File: config.mk
export PLATFORM = sky130hd
export DESIGN_NAME = pwmc_compare_chan
export DESIGN_NICKNAME = d
export VERILOG_FILES = /design/src/rtl/pwmc_pkg.sv /design/src/rtl/pwmc_wr_port.sv /design/src/rtl/pwmc_upd_ctl.sv /design/src/rtl/pwmc_match.sv /design/src/rtl/pwmc_compare_chan.sv
export SDC_FILE = /design/constraint.sdc
export NUM_CORES = 1
export LEC_CHECK = 0
export ABC_AREA = 1
export BUFFER_PORTS_ARGS = -buffer_cell sky130_fd_sc_hd__buf_4
export CORE_UTILIZATION = 28
export DETAILED_ROUTE_END_ITERATION = 16
export GPL_ROUTABILITY_DRIVEN = 0
export PLACE_DENSITY = 0.56
export SYNTH_ARGS = -nofsm -noshare
export SYNTH_HDL_FRONTEND = slang
export SYNTH_SLANG_ARGS = --single-unit
File: constraint.sdc
create_clock -name clk -period 1.8 [get_ports clk]
set_clock_uncertainty 0.15 [all_clocks]
set_input_delay 0.54 -clock clk [delete_from_list [all_inputs] [get_ports clk]]
set_output_delay 0.54 -clock clk [all_outputs]
set_load 0.05 [all_outputs]
File: src/rtl/pwmc_pkg.sv
package pwmc_pkg;
  // Update-mode encoding shared by the control logic and the checker
  typedef enum logic {
    UPD_IMMED = 1'b0,
    UPD_SYNC  = 1'b1
  } upd_mode_e;
endpackage

File: src/rtl/pwmc_wr_port.sv
// Staging register: holds the latest software write until it is copied
module pwmc_wr_port #(
  parameter int REG_W = 32,
  parameter int CMP_W = 16
) (
  input  logic             clk,
  input  logic             rst_n,
  input  logic             wr_valid,
  input  logic [REG_W-1:0] wr_data,
  input  logic             xfer,
  output logic [CMP_W-1:0] pend_val,
  output logic             pend_vld,
  output logic [REG_W-1:0] rd_data
);
  localparam int PAD_W = REG_W - CMP_W;

  always_ff @(posedge clk) begin
    if (!rst_n) begin
      pend_val <= '0;
      pend_vld <= 1'b0;
    end else begin
      if (wr_valid) pend_val <= wr_data[CMP_W-1:0];
      // a write in the copy cycle re-arms the valid flag
      if (wr_valid)  pend_vld <= 1'b1;
      else if (xfer) pend_vld <= 1'b0;
    end
  end

  generate
    if (PAD_W > 0) begin : g_pad
      assign rd_data = {{PAD_W{1'b0}}, pend_val};
    end else begin : g_nopad
      assign rd_data = pend_val[REG_W-1:0];
    end
  endgenerate
endmodule

File: src/rtl/pwmc_upd_ctl.sv
// Decides when the staged value becomes active and holds the active value
module pwmc_upd_ctl
  import pwmc_pkg::*;
#(
  parameter int CMP_W = 16
) (
  input  logic             clk,
  input  logic             rst_n,
  input  logic             cnt_zero,
  input  logic             upd_mode,
  input  logic             sync_req,
  input  logic             pend_vld,
  input  logic [CMP_W-1:0] pend_val,
  output logic             xfer,
  output logic             sync_flag,
  output logic [CMP_W-1:0] active_val
);
  upd_mode_e mode;
  logic      sync_seen;

  assign mode      = upd_mode_e'(upd_mode);
  assign sync_seen = sync_flag | sync_req;

  always_comb begin
    xfer = 1'b0;
    if (cnt_zero && pend_vld) begin
      unique case (mode)
        UPD_IMMED: xfer = 1'b1;
        UPD_SYNC:  xfer = sync_seen;
        default:   xfer = 1'b0;
      endcase
    end
  end

  always_ff @(posedge clk) begin
    if (!rst_n) begin
      sync_flag  <= 1'b0;
      active_val <= '0;
    end else begin
      if (xfer)          sync_flag <= 1'b0;
      else if (sync_req) sync_flag <= 1'b1;
      if (xfer) active_val <= pend_val;
    end
  end
endmodule

File: src/rtl/pwmc_match.sv
// Equality detector with a range guard and single-pulse output
module pwmc_match #(
  parameter int CMP_W = 16
) (
  input  logic             clk,
  input  logic             rst_n,
  input  logic [CMP_W-1:0] cnt_val,
  input  logic [CMP_W-1:0] load_val,
  input  logic [CMP_W-1:0] active_val,
  output logic             match
);
  logic hit;
  logic hit_q;

  assign hit = (cnt_val == active_val) && (active_val <= load_val);

  always_ff @(posedge clk) begin
    if (!rst_n) begin
      hit_q <= 1'b0;
      match <= 1'b0;
    end else begin
      hit_q <= hit;
      match <= hit & ~hit_q;
    end
  end
endmodule

File: src/rtl/pwmc_compare_chan.sv
module pwmc_compare_chan #(
  parameter int REG_W = 32,
  parameter int CMP_W = 16
) (
  input  logic             clk,
  input  logic             rst_n,
  input  logic             wr_valid,
  output logic             wr_ready,
  input  logic [REG_W-1:0] wr_data,
  output logic [REG_W-1:0] rd_data,
  input  logic [CMP_W-1:0] cnt_val,
  input  logic [CMP_W-1:0] load_val,
  input  logic             cnt_zero,
  input  logic             upd_mode,
  input  logic             sync_req,
  output logic             match
);
  logic [CMP_W-1:0] pend_val;
  logic             pend_vld;
  logic             xfer;
  logic             sync_flag;
  logic [CMP_W-1:0] active_val;

  assign wr_ready = 1'b1;

  pwmc_wr_port #(.REG_W(REG_W), .CMP_W(CMP_W)) u_wr (
    .clk(clk), .rst_n(rst_n), .wr_valid(wr_valid), .wr_data(wr_data),
    .xfer(xfer), .pend_val(pend_val), .pend_vld(pend_vld), .rd_data(rd_data)
  );

  pwmc_upd_ctl #(.CMP_W(CMP_W)) u_upd (
    .clk(clk), .rst_n(rst_n), .cnt_zero(cnt_zero), .upd_mode(upd_mode),
    .sync_req(sync_req), .pend_vld(pend_vld), .pend_val(pend_val),
    .xfer(xfer), .sync_flag(sync_flag), .active_val(active_val)
  );

  pwmc_match #(.CMP_W(CMP_W)) u_cmp (
    .clk(clk), .rst_n(rst_n), .cnt_val(cnt_val), .load_val(load_val),
    .active_val(active_val), .match(match)
  );
endmodule

# ---- After elaboration in Yosys (flattened, before gate mapping)
# Index checks and enable logic that the tools add are counted.
# W data, S select, Z words.
dict set report totals {
  register_bits 36
  latch_bits 0
  ramBits 0
  rom_bits 0
  inputBits 70
  memories 0
}
dict set report op_classes {
  n_addsub 0
  multipliers 0
  div 0
  n_lt_le_gt_ge 1
  n_eq_ne 1
  n_shift 0
  n_mux 4
  bitwise_logic 5
  reduce_logical 4
}
# cell n
set ops {}
lappend ops {{$eq A16 B16 Y1} 1}
lappend ops {{$le A16 B16 Y1} 1}
lappend ops {{$mux W1} 3}
lappend ops {{$not A1 Y1} 3}
lappend ops {{$logic_and A1 B1 Y1} 2}
lappend ops {{$pmux W1 S2} 1}
lappend ops {{$reduce_bool A2 Y1} 1}
lappend ops {{$reduce_or A2 Y1} 1}
lappend ops {{$and A1 B1 Y1} 1}
lappend ops {{$or A1 B1 Y1} 1}

# ---- Longest topological paths before layout
dict set report depth {
  depth_word 5
  mapped_depth 14
}

# ---- Cells and area by module
# Synthesis repeated with hierarchy kept, for this count alone.
dict set report hier_totals {
  hier_cells 347
  area_unflattened_um2 2521.2
}
# mod instances cells_per_inst area_per_inst_um2 seq_area_each_um2
set modules_own_cells {}
lappend modules_own_cells {pwmc_upd_ctl 1 112 949.7 340.3}
lappend modules_own_cells {pwmc_wr_port 1 106 832.0 340.3}
lappend modules_own_cells {pwmc_match 1 127 728.2 40.0}
lappend modules_own_cells {pwmc_compare_chan 1 2 11.3 0.0}

# ---- Worst setup path before layout
# No wires, ideal clock.
dict set report synth_timing {
  kind {input to register}
  startpoint {in load_val[15]}
  endpoint {reg u_cmp.hit_q}
  setup_ns 0.112
  arrival_ns 1.394
  setup_slack_ns 0.144
  cell_stages 9
  path_buffers 0
  path_cell_list {inv_1 > ha_1 > nand2_1 > nor3_1 > nand2_1 > nand2_1 > nand2_1 > nand2_1 > inv_1}
}
dict set report synth_between {
  elab_chain_cells 2
}
# element line
set synth_rtl {}
lappend synth_rtl {{start: declaration} pwmc_compare_chan.sv:12} ;# input logic [CMP_W-1:0] load_val,
lappend synth_rtl {{$le A16 B16 Y1} pwmc_match.sv:15} ;# assign hit = (cnt_val == active_val) && (active_val <= load_val);
lappend synth_rtl {{$logic_and A1 B1 Y1} pwmc_match.sv:15}
lappend synth_rtl {{end signal: assignment} pwmc_match.sv:22} ;# hit_q <= hit;
lappend synth_rtl {{end: declaration} pwmc_match.sv:13} ;# logic hit_q;
# No other way between the ends.
# A chain may end at the register's enable or synchronous reset.

# ---- Worst setup path after layout
dict set report layout_timing {
  startpoint {reg u_wr.pend_val[9]}
  endpoint {out rd_data[9]}
}
# element line
set layout_lines {}
lappend layout_lines {{start: declaration} pwmc_wr_port.sv:11} ;# output logic [CMP_W-1:0] pend_val,
lappend layout_lines {{start signal: assignment} pwmc_wr_port.sv:22} ;# if (wr_valid) pend_val <= wr_data[CMP_W-1:0];
lappend layout_lines {{end: declaration} pwmc_compare_chan.sv:10} ;# output logic [REG_W-1:0] rd_data,
# No word-level cell between the ends.

==> reports/metrics.csv <==
metric;value;unit
grt_setup_unrepaired;no;
cts_tree;yes;
maxUsedRoutingLayer;met4;
dp_hpwl;3.973;mm
die_x;87.01;µm
cts_made_buffers;5;
antenna_found_initial;0;
clkSinkCount;36;
groute.usage.overall;13.63;%
synthCells;289;
holdWs;0.2469;ns
dpl_cell_area;2611;µm²
remaining_drc_errors;0;
synth_top_flop_cell;dfxtp_1;
routed-wl-met3;274;µm
ios;104;
drtAntennaViolNets;0;
hold_viol_final;0;
intPower;1.458;mW
port_buffers;70;
grt_pass1_wl;8.045;mm
ys_seq_area_share;35.62;%
synth_edf_count;0;
dr.pass1.iters;4;
wl_met2;2.225;mm
end_kind;primary output;
powerDensity;777.5;nW/µm²
vias;1911;
p_sw;0.6561;mW
crit_start;u_wr.pend_val[9];
clock_power_share;32.7;%
synth_cell_types;25;
critPathSlowestCell;dfxtp_1;
initial_core_util;29.45;%
critical_path.top_delay_family;flip-flops;
power_frac_comb;25.3;%
min_from;u_cmp.hit_q;
startpoint_type;flop;
drv_slew;0;
finalPower;2.114;mW
r2r_start;u_upd.active_val[11];
insertion_delay;0.28;ns
ys_seq_elements;36;
required;1.11;ns
setup_viol;0;
viasPerCell;4.154;
path_class;flop to primary output;
min_period;1.565;ns
die_y;87.01;µm
place_ws;-0.08150;ns
fin_nets;449;
n_fill_cell;771;
async_flop_share;0;%
grt_max_degree;33;
wire_per_inst;10.52;µm
final.setup.tns;0;ns
post_cts_buffers;0;
hp-class;flop to flop;
drv_cap;0;
yosys_warnings;0;
rows;30;
design_area;2719;µm²
fin_util;39.58;%
syn_area;2023;µm²
cts_max_level;2;
diodes;0;
core_area;6869;µm²
drt-total-wl;4.837;mm
die-area;7570;µm²
crit_fanout;3;
path_cells;buf_4;
dp.cells;452;
slowest_delay;0.38;ns
leakagePower;1.415;nW
grt_pass1_vias;1810;
finalNonFillerCells;460;
ir_drop;427.3;µV
root_buffer;clkbuf_8;
drtIter0Drc;45;
post_cts_resized;0;
outcome;finished, final reports clean;
drive_gt1_share;25.82;%
wl_met1;2.283;mm
cts.reportedPaths.clkPinSlew;0.07;ns
critPathBufInv;1;
p_seq_share;42.1;%
syn_to_final_growth;34.38;%
swShare;31.04;%
cts_hold_buf;0;
cp.arrival;0.87;ns
worst_slack;0.2351;ns
grt-ovfl-total;0;
clockBufferDepth;2;
max_freq;639.0;MHz
min_period_over_period;86.94;%
avgSynthCellArea;7.001;µm²
## power groups by stage
stage / logic [mW] / registers [mW] / clock network, mW
finish: 0.535 / 0.889 / 0.690
global route: 0.595 / 0.896 / 0.751
CTS: 0.541 / 0.889 / 0.714
detailed placement: 0.539 / 0.908 / 0
global placement: 0.533 / 0.906 / 0
floorplan: 0.298 / 0.981 / 0
## synthesized netlist by cell type (2+ instances only)
cell type	number	area, µm²
a21oi_1	15	75.07
buf_4	18	135.1
clkbuf_1	5	18.77
conb_1	2	7.510
dfxtp_1	36	720.7
ha_1	16	200.2
inv_1	33	123.9
inv_2	6	22.52
nand2_1	35	131.4
nand3_1	5	25.02
nand4_1	2	12.51
nor2_1	59	221.5
nor2_2	2	12.51
nor3_1	2	10.01
o21ai_0	24	120.1
o21ai_1	15	75.07
or2_0	2	12.51
xnor2_1	4	35.03
xor2_1	2	17.52
## logic make-up after synthesis
logic type / share of synthesized area (%)
compound gates: 14.16
other cells: 0.3712
simple gates: 22.08
fa+ha+maj: 9.895
xor+xnor: 2.597
flops: 35.62
buf+inv: 15.27
## state kept, by name (all words and copies together) (netlist names)
register          cells
u_cmp.hit_q           1
u_cmp.match           1
u_upd.active_val     16
u_upd.sync_flag       1
u_wr.pend_val        16
u_wr.pend_vld         1
## path summary, 6_finish.rpt
check                                   end  slack (ns)  cells past startpoint
worst min register to register  u_cmp.match        0.25                      1
worst max-delay path             rd_data[9]        0.24                      1
worst max register to register  u_cmp.hit_q        0.27                      8
worst min-delay path            u_cmp.match        0.25                      1
## layer usage
| metal | GRT usage (%) | vias to the layer above |
|---|---|---|
| met1 | 17.28 | 821 |
| met3 | 3.318 | 7 |
| met2 | 22.83 | 59 |
| met4 | 4.091 | 0 |
| met5 | 0 | - |
| li1 | - | 1024 |
## placed cells by master, fill, tap and decap left out, drive strengths merged
master and instances:
nand3 6, o21ai 39, nand2 35, nand4 2, xor2 2, nor2 62, conb 17, nor3 2
dfxtp 36, buf 76, or2 2, bufinv 1, inv 39, a21oi 16, a21o 1, xnor2 4
ha 16, clkinv 2, clkbuf 6
## layout make-up
cell class	count	area (µm²)	share of cell area, %
Clock buffer	6	72.57	2.669
Clock inverter	2	35.03	1.289
Inverter	40	150.1	5.522
Multi-Input combinational cell	204	1050	38.61
Sequential cell	36	720.7	26.51
Tap cell	96	120.1	4.418
Timing Repair Buffer	76	570.5	20.98
Note: power is estimated with default switching activity, not from simulation.
